$ cat src/rtl/apbb_pkg.sv
package apbb_pkg;

  typedef enum logic [1:0] {
    ST_IDLE   = 2'd0,
    ST_SETUP  = 2'd1,
    ST_ACCESS = 2'd2,
    ST_RESP   = 2'd3
  } apbb_state_e;

  localparam int          PROT_W      = 3;
  localparam int          RESP_W      = 2;
  localparam logic [1:0]  RESP_OKAY   = 2'b00;
  localparam logic [1:0]  RESP_SLVERR = 2'b10;

endpackage

$ cat src/rtl/apbb_arbiter.sv
module apbb_arbiter (
  input  logic clk,
  input  logic rst_n,
  input  logic idle,
  input  logic rd_req,
  input  logic wr_req,
  output logic gnt_rd,
  output logic gnt_wr
);

  logic prefer_wr_q;
  logic prefer_wr_d;
  logic conflict;
  logic prefer_en;

  // Collision only counts when the bridge can take a request now.
  always_comb begin
    conflict    = idle & rd_req & wr_req;
    gnt_rd      = idle & rd_req & ~(wr_req &  prefer_wr_q);
    gnt_wr      = idle & wr_req & ~(rd_req & ~prefer_wr_q);
    prefer_en   = conflict;
    prefer_wr_d = ~prefer_wr_q;
  end

  always_ff @(posedge clk or negedge rst_n) begin
    if (!rst_n) begin
      prefer_wr_q <= 1'b0;
    end else if (prefer_en) begin
      prefer_wr_q <= prefer_wr_d;
    end
  end

endmodule

$ cat src/rtl/apbb_req_latch.sv
module apbb_req_latch #(
  parameter int   ADDR_W    = 16,
  parameter int   DATA_W    = 32,
  parameter bit   WORLD_EXT = 1'b1,
  localparam int  STRB_W    = DATA_W / 8
) (
  input  logic              clk,
  input  logic              rst_n,
  input  logic              load,
  input  logic              sel_wr,
  input  logic [ADDR_W-1:0] aw_addr,
  input  logic [2:0]        aw_prot,
  input  logic              aw_world,
  input  logic [ADDR_W-1:0] ar_addr,
  input  logic [2:0]        ar_prot,
  input  logic              ar_world,
  input  logic [DATA_W-1:0] w_data,
  input  logic [STRB_W-1:0] w_strb,
  output logic              q_write,
  output logic [ADDR_W-1:0] q_addr,
  output logic [2:0]        q_prot,
  output logic              q_world,
  output logic [DATA_W-1:0] q_data,
  output logic [STRB_W-1:0] q_strb
);

  logic [ADDR_W-1:0] addr_d;
  logic [2:0]        prot_d;
  logic [STRB_W-1:0] strb_d;

  // Protection bits are copied one to one from the granted channel.
  always_comb begin
    addr_d = sel_wr ? aw_addr : ar_addr;
    prot_d = sel_wr ? aw_prot : ar_prot;
    strb_d = sel_wr ? w_strb  : '0;
  end

  always_ff @(posedge clk or negedge rst_n) begin
    if (!rst_n) begin
      q_write <= 1'b0;
      q_addr  <= '0;
      q_prot  <= '0;
      q_data  <= '0;
      q_strb  <= '0;
    end else if (load) begin
      q_write <= sel_wr;
      q_addr  <= addr_d;
      q_prot  <= prot_d;
      q_data  <= w_data;
      q_strb  <= strb_d;
    end
  end

  generate
    if (WORLD_EXT) begin : g_world
      logic world_d;
      always_comb world_d = sel_wr ? aw_world : ar_world;
      always_ff @(posedge clk or negedge rst_n) begin
        if (!rst_n) begin
          q_world <= 1'b0;
        end else if (load) begin
          q_world <= world_d;
        end
      end
    end else begin : g_no_world
      // Upstream has no extension bit: drive the secure/non-secure pair only.
      always_comb q_world = 1'b0;
    end
  endgenerate

endmodule

$ cat src/rtl/apbb_apb_fsm.sv
module apbb_apb_fsm
  import apbb_pkg::*;
#(
  parameter int DATA_W = 32
) (
  input  logic              clk,
  input  logic              rst_n,
  input  logic              start,
  input  logic              is_write,
  input  logic              pready,
  input  logic              pslverr,
  input  logic [DATA_W-1:0] prdata,
  input  logic              bready,
  input  logic              rready,
  output logic              idle,
  output logic              psel,
  output logic              penable,
  output logic              bvalid,
  output logic              rvalid,
  output logic [1:0]        resp,
  output logic [DATA_W-1:0] rdata
);

  apbb_state_e      state_q;
  apbb_state_e      state_d;
  logic             done;
  logic             resp_taken;
  logic             resp_en;
  logic             rdata_en;
  logic [1:0]       resp_d;

  always_comb begin
    done       = (state_q == ST_ACCESS) & pready;
    resp_taken = is_write ? bready : rready;
    resp_en    = done;
    rdata_en   = done & ~is_write;
    resp_d     = pslverr ? RESP_SLVERR : RESP_OKAY;
  end

  always_comb begin
    state_d = state_q;
    unique case (state_q)
      ST_IDLE:   if (start)      state_d = ST_SETUP;
      ST_SETUP:                  state_d = ST_ACCESS;
      ST_ACCESS: if (pready)     state_d = ST_RESP;
      ST_RESP:   if (resp_taken) state_d = ST_IDLE;
      default:                   state_d = ST_IDLE;
    endcase
  end

  always_ff @(posedge clk or negedge rst_n) begin
    if (!rst_n) begin
      state_q <= ST_IDLE;
    end else begin
      state_q <= state_d;
    end
  end

  always_ff @(posedge clk or negedge rst_n) begin
    if (!rst_n) begin
      resp <= RESP_OKAY;
    end else if (resp_en) begin
      resp <= resp_d;
    end
  end

  always_ff @(posedge clk or negedge rst_n) begin
    if (!rst_n) begin
      rdata <= '0;
    end else if (rdata_en) begin
      rdata <= prdata;
    end
  end

  always_comb begin
    idle    = (state_q == ST_IDLE);
    psel    = (state_q == ST_SETUP) | (state_q == ST_ACCESS);
    penable = (state_q == ST_ACCESS);
    bvalid  = (state_q == ST_RESP) &  is_write;
    rvalid  = (state_q == ST_RESP) & ~is_write;
  end

  AST_SETUP_THEN_ACCESS: assert property (@(posedge clk) disable iff (!rst_n)
    (psel && !penable) |=> (psel && penable));

  AST_END_AFTER_READY: assert property (@(posedge clk) disable iff (!rst_n)
    (psel && penable && pready) |=> (!psel && !penable));

  AST_ERR_TO_SLVERR: assert property (@(posedge clk) disable iff (!rst_n)
    (psel && penable && pready && pslverr) |=> (resp == RESP_SLVERR));

  AST_RESP_HELD: assert property (@(posedge clk) disable iff (!rst_n)
    ((bvalid && !bready) || (rvalid && !rready)) |=> ((bvalid || rvalid) && $stable(resp) && $stable(rdata)));

  AST_NO_ACCEPT_BUSY: assert property (@(posedge clk) disable iff (!rst_n)
    !idle |-> !start);

endmodule

$ cat src/rtl/apbb_top.sv
module apbb_top
  import apbb_pkg::*;
#(
  parameter int  ADDR_W    = 16,
  parameter int  DATA_W    = 32,
  parameter bit  WORLD_EXT = 1'b1,
  localparam int STRB_W    = DATA_W / 8
) (
  input  logic              clk,
  input  logic              rst_n,
  input  logic              s_awvalid,
  output logic              s_awready,
  input  logic [ADDR_W-1:0] s_awaddr,
  input  logic [2:0]        s_awprot,
  input  logic              s_awworld,
  input  logic              s_wvalid,
  output logic              s_wready,
  input  logic [DATA_W-1:0] s_wdata,
  input  logic [STRB_W-1:0] s_wstrb,
  output logic              s_bvalid,
  input  logic              s_bready,
  output logic [1:0]        s_bresp,
  input  logic              s_arvalid,
  output logic              s_arready,
  input  logic [ADDR_W-1:0] s_araddr,
  input  logic [2:0]        s_arprot,
  input  logic              s_arworld,
  output logic              s_rvalid,
  input  logic              s_rready,
  output logic [DATA_W-1:0] s_rdata,
  output logic [1:0]        s_rresp,
  output logic              m_psel,
  output logic              m_penable,
  output logic              m_pwrite,
  output logic [ADDR_W-1:0] m_paddr,
  output logic [DATA_W-1:0] m_pwdata,
  output logic [STRB_W-1:0] m_pstrb,
  output logic [2:0]        m_pprot,
  output logic              m_pnse,
  input  logic              m_pready,
  input  logic [DATA_W-1:0] m_prdata,
  input  logic              m_pslverr
);

  logic       idle;
  logic       gnt_rd;
  logic       gnt_wr;
  logic       start;
  logic [1:0] resp;

  always_comb begin
    start     = gnt_rd | gnt_wr;
    s_arready = gnt_rd;
    s_awready = gnt_wr;
    s_wready  = gnt_wr;
    s_bresp   = resp;
    s_rresp   = resp;
  end

  apbb_arbiter u_arb (
    .clk    (clk),
    .rst_n  (rst_n),
    .idle   (idle),
    .rd_req (s_arvalid),
    .wr_req (s_awvalid & s_wvalid),
    .gnt_rd (gnt_rd),
    .gnt_wr (gnt_wr)
  );

  apbb_req_latch #(
    .ADDR_W    (ADDR_W),
    .DATA_W    (DATA_W),
    .WORLD_EXT (WORLD_EXT)
  ) u_req (
    .clk      (clk),
    .rst_n    (rst_n),
    .load     (start),
    .sel_wr   (gnt_wr),
    .aw_addr  (s_awaddr),
    .aw_prot  (s_awprot),
    .aw_world (s_awworld),
    .ar_addr  (s_araddr),
    .ar_prot  (s_arprot),
    .ar_world (s_arworld),
    .w_data   (s_wdata),
    .w_strb   (s_wstrb),
    .q_write  (m_pwrite),
    .q_addr   (m_paddr),
    .q_prot   (m_pprot),
    .q_world  (m_pnse),
    .q_data   (m_pwdata),
    .q_strb   (m_pstrb)
  );

  apbb_apb_fsm #(
    .DATA_W (DATA_W)
  ) u_fsm (
    .clk      (clk),
    .rst_n    (rst_n),
    .start    (start),
    .is_write (m_pwrite),
    .pready   (m_pready),
    .pslverr  (m_pslverr),
    .prdata   (m_prdata),
    .bready   (s_bready),
    .rready   (s_rready),
    .idle     (idle),
    .psel     (m_psel),
    .penable  (m_penable),
    .bvalid   (s_bvalid),
    .rvalid   (s_rvalid),
    .resp     (resp),
    .rdata    (s_rdata)
  );

  AST_PROT_STABLE: assert property (@(posedge clk) disable iff (!rst_n)
    (m_psel && m_penable && !m_pready) |=> ($stable(m_pprot) && $stable(m_pnse) && $stable(m_paddr) && $stable(m_pwdata)));

  AST_ONE_CHANNEL: assert property (@(posedge clk) disable iff (!rst_n)
    !(s_arready && s_awready));

  AST_WRITE_NEEDS_BOTH: assert property (@(posedge clk) disable iff (!rst_n)
    s_awready |-> (s_awvalid && s_wvalid));

endmodule

$ cat config.mk
export PLATFORM = sky130hd
export DESIGN_NAME = apbb_top
export DESIGN_NICKNAME = d
export VERILOG_FILES = /design/src/rtl/apbb_pkg.sv /design/src/rtl/apbb_arbiter.sv /design/src/rtl/apbb_req_latch.sv /design/src/rtl/apbb_apb_fsm.sv /design/src/rtl/apbb_top.sv
export SDC_FILE = /design/constraint.sdc
export NUM_CORES = 1
export LEC_CHECK = 0
export ABC_AREA = 0
export BUFFER_PORTS_ARGS = -buffer_cell sky130_fd_sc_hd__buf_2
export CORE_MARGIN = 5
export CORE_UTILIZATION = 49
export DETAILED_ROUTE_END_ITERATION = 8
export PLACE_DENSITY = 0.86
export REMOVE_ABC_BUFFERS = 1
export SYNTH_ARGS = -nofsm -noshare
export SYNTH_HDL_FRONTEND = slang
export SYNTH_SLANG_ARGS = --single-unit
$ cat constraint.sdc
create_clock -name clk -period 2.9 [get_ports clk]
set_input_delay 0.145 -clock clk [delete_from_list [all_inputs] [get_ports clk]]
set_output_delay 0.145 -clock clk [all_outputs]
set_load 0.05 [all_outputs]
==> results.sh <==
export IMPL_worstPathRequired_ns=2.76
export IMPL_track_usage_pct=19.35
export IMPL_synthXorXnorAreaFrac_pct=0.2117
export IMPL_area_growth_pct=36.62
export IMPL_yosysWarnings=0
export IMPL_rows=33
export IMPL_grt_max_degree=94
export IMPL_clock_sinks=93
export IMPL_fin_setup_tns_ns=0
export IMPL_avgSynthCellArea_um2=13.93
export IMPL_worst_ep_arrival_time_ns=2.47
export IMPL_hold_class="in2async"
export IMPL_r2r_start="u_fsm.state_q[0]"
export IMPL_clk_latency_ns=0.34
export IMPL_ff2ff_setup_slack_ns=0.55
export IMPL_yosys_area_share_adder_pct=0.9072
export IMPL_cts_max_level=3
export IMPL_grt_setup_unrepaired="false"
export IMPL_worstSetupEndpoint="s_wready"
export IMPL_drt_pass1_iter_count=4
export IMPL_r2r_cells=4
export IMPL_postCtsSetupBuffers=0
export IMPL_syn_inst=297
export IMPL_path_clk_slew_ns=0.09
export IMPL_r2r_end="u_req.q_data[0]"
export IMPL_setup_viol=0
export IMPL_synth_top_family_by_area="multiplexers"
export IMPL_wirelength_um=10680
export IMPL_min_period_over_period_pct=90.08
export IMPL_antennaDiodeCount=0
export IMPL_max_freq_ghz=0.3828
export IMPL_drcViolationCount=0
export IMPL_startpoint_type="flop"
export IMPL_crit_type="reg2out"
export IMPL_root_buffer="clkbuf_8"
export IMPL_place_gp_congestion=0.8086
export IMPL_finClkSkew_ns=0.01482
export IMPL_synth_largest_area_cell="dfrtp_1"
export IMPL_syn_area_mm2=0.004138
export IMPL_drive_above_1_share_pct=52.55
export IMPL_yosysUniqueCellTypes=31
export IMPL_yosys_area_top_type_share_pct=56.24
export IMPL_cts_tree="yes"
export IMPL_hold_violations=0
export IMPL_synthTopCellsByArea="dfrtp_1, mux2_4, mux2_1"
export IMPL_die_width_um=101.9
export IMPL_critPathLaunch="u_fsm.state_q[0]"
export IMPL_endpoint_kind="output port"
export IMPL_async_flop_share_pct=100.0
export IMPL_synth_seq_area_share_pct=56.24
export IMPL_synth_edf_count=0
export IMPL_via_per_inst=5.106
export IMPL_wl_per_cell_um=16.84
export IMPL_outcome="completed"
export IMPL_ys_ff_latch=93
export IMPL_die_area_mm2=0.01038
export IMPL_yosys_most_used_dff="dfrtp_1"
export IMPL_grt_overflow=0
export IMPL_grt_first_pass_wirelength_um=15770
export IMPL_synth_simple_area_share_pct=6.108
export IMPL_relSlewSlack_pct=24.80
export IMPL_drtIter0Drc=96
export IMPL_via_count=3237
export IMPL_ctsLongestPathBuffers=2
export IMPL_worstPathMaxFanout=41
export IMPL_dp_hpwl_um=7800
export IMPL_synth_common_cells="dfrtp_1, mux2_1, mux2_4"
export IMPL_cap_violations=0
export IMPL_maxSlewViolCount=0
export IMPL_detail_route_antenna_nets=0
export IMPL_die_height_um=101.9
export IMPL_synth_mux_area_share_pct=20.83
export IMPL_antenna_found_initial=0
export IMPL_setup_ws_ns=0.2877
export IMPL_worst_pin_slew_ns=1.128
export IMPL_final_util_pct=68.80
export IMPL_core_area_mm2=0.008217
export IMPL_cts_buffers=9
export IMPL_min_period_ns=2.612
export IMPL_grt_pass1_vias=3284
export IMPL_synth_most_common_cell="dfrtp_1"
export IMPL_hold_ws_ns=0.006230
export IMPL_io_buffer_count=214
export IMPL_synth_compound_area_share_pct=11.40
export IMPL_initial_utilization_pct=50.36
export IMPL_ioPinCount=217
export IMPL_nets=644
export IMPL_post_place_ws_ns=0.4113
-- cells by family (layout without fill, tap and decap cells) --
kind of cell / Yosys count / count (layout)
flops: 93 / 93
compound gates: 71 / 71
mux: 67 / 67
simple gates: 32 / 32
buf+inv: 29 / 260
fa+ha+maj: 3 / 3
other cells: 1 / 2
xor+xnor: 1 / 1
-- worst min-delay path by stage --
stage / from / to
CTS: m_prdata[11] / u_fsm.rdata[11]
detailed placement: m_prdata[7] / u_fsm.rdata[7]
floorplan: rst_n / u_arb.prefer_wr_q
global route: s_wdata[16] / u_req.q_data[16]
finish: rst_n / u_fsm.rdata[9]
global placement: m_prdata[31] / u_fsm.rdata[31]
-- flip-flops by register name, indices dropped and copies added (netlist names) --
register           count
u_req.q_addr          16
u_fsm.state_q          2
u_req.q_strb           4
u_req.q_world          1
u_req.q_prot           3
u_req.q_write          1
u_fsm.rdata           32
u_arb.prefer_wr_q      1
u_req.q_data          32
u_fsm.resp             1
-- critical path: stages, from the launching register on --
cell and delay, ns:
dfrtp_1 0.39, inv_1 0.11, ha_1 0.55, nand3_4 0.38
nor2_2 0.37, buf_2 0.33
-- what timing repair did --
action,CTS,global route
endpoints found under the hold margin,10,14
endpoints found under the setup margin,0,2
gates resized for setup,0,1
hold buffers,10,14
-- layout make-up --
cell class	count	area [um^2]
clock inverter	7	71.32
inverter	2	7.507
tap	105	131.4
timing repair buffer	242	1344
sequential	93	2327
multi-input combinational	176	1648
fill	608	2564
clock buffer	9	123.9
-- layer usage --
layer | wire, um | vias to the layer above | global-route usage, %
met2 | 5358 | 162 | 32.85
met3 | 878 | 27 | 4.164
met4 | 257 | 0 | 7.669
met5 | 0 | - | 0
li1 | - | 1527 | -
met1 | 4183 | 1521 | 24.29
-- layout by cell type, fill, tap and decap left out --
| cell | count |
|---|---|
| buf_2 | 213 |
| dfrtp_1 | 93 |
| mux2_1 | 36 |
| mux2_4 | 29 |
| dlygate4sd3_1 | 24 |
| a21oi_1 | 22 |
| o21ai_0 | 20 |
| or3b_1 | 20 |
| a31oi_1 | 11 |
| a31oi_2 | 10 |
| clkbuf_8 | 9 |
| buf_4 | 5 |
| a22o_1 | 4 |
| nand2_1 | 3 |
| ha_1 | 3 |
| nor2b_1 | 2 |
| a21o_1 | 2 |
| inv_1 | 2 |
| conb_1 | 2 |
| clkinv_4 | 2 |
| clkinvlp_4 | 2 |
| inv_8 | 2 |
| and2b_4 | 1 |
| nand3_4 | 1 |
| nor2_2 | 1 |
| and2_1 | 1 |
| and2_4 | 1 |
| mux2i_1 | 1 |
| a221o_1 | 1 |
| a211oi_1 | 1 |
| or2_1 | 1 |
| mux2_2 | 1 |
| nand4_1 | 1 |
| xnor2_1 | 1 |
| clkinv_8 | 1 |
-- through the flow --
stage          cell area, um^2  cells
2_1_floorplan             3975    271
3_3_place_gp              5210    594
3_5_place_dp              5210    594
4_1_cts                   5505    620
5_1_grt                   5653    634
6_report                  5653    634
Power is left out: the tool's default activity adds up to more than one toggle a clock period on the data nets, which glitch-free logic cannot reach.
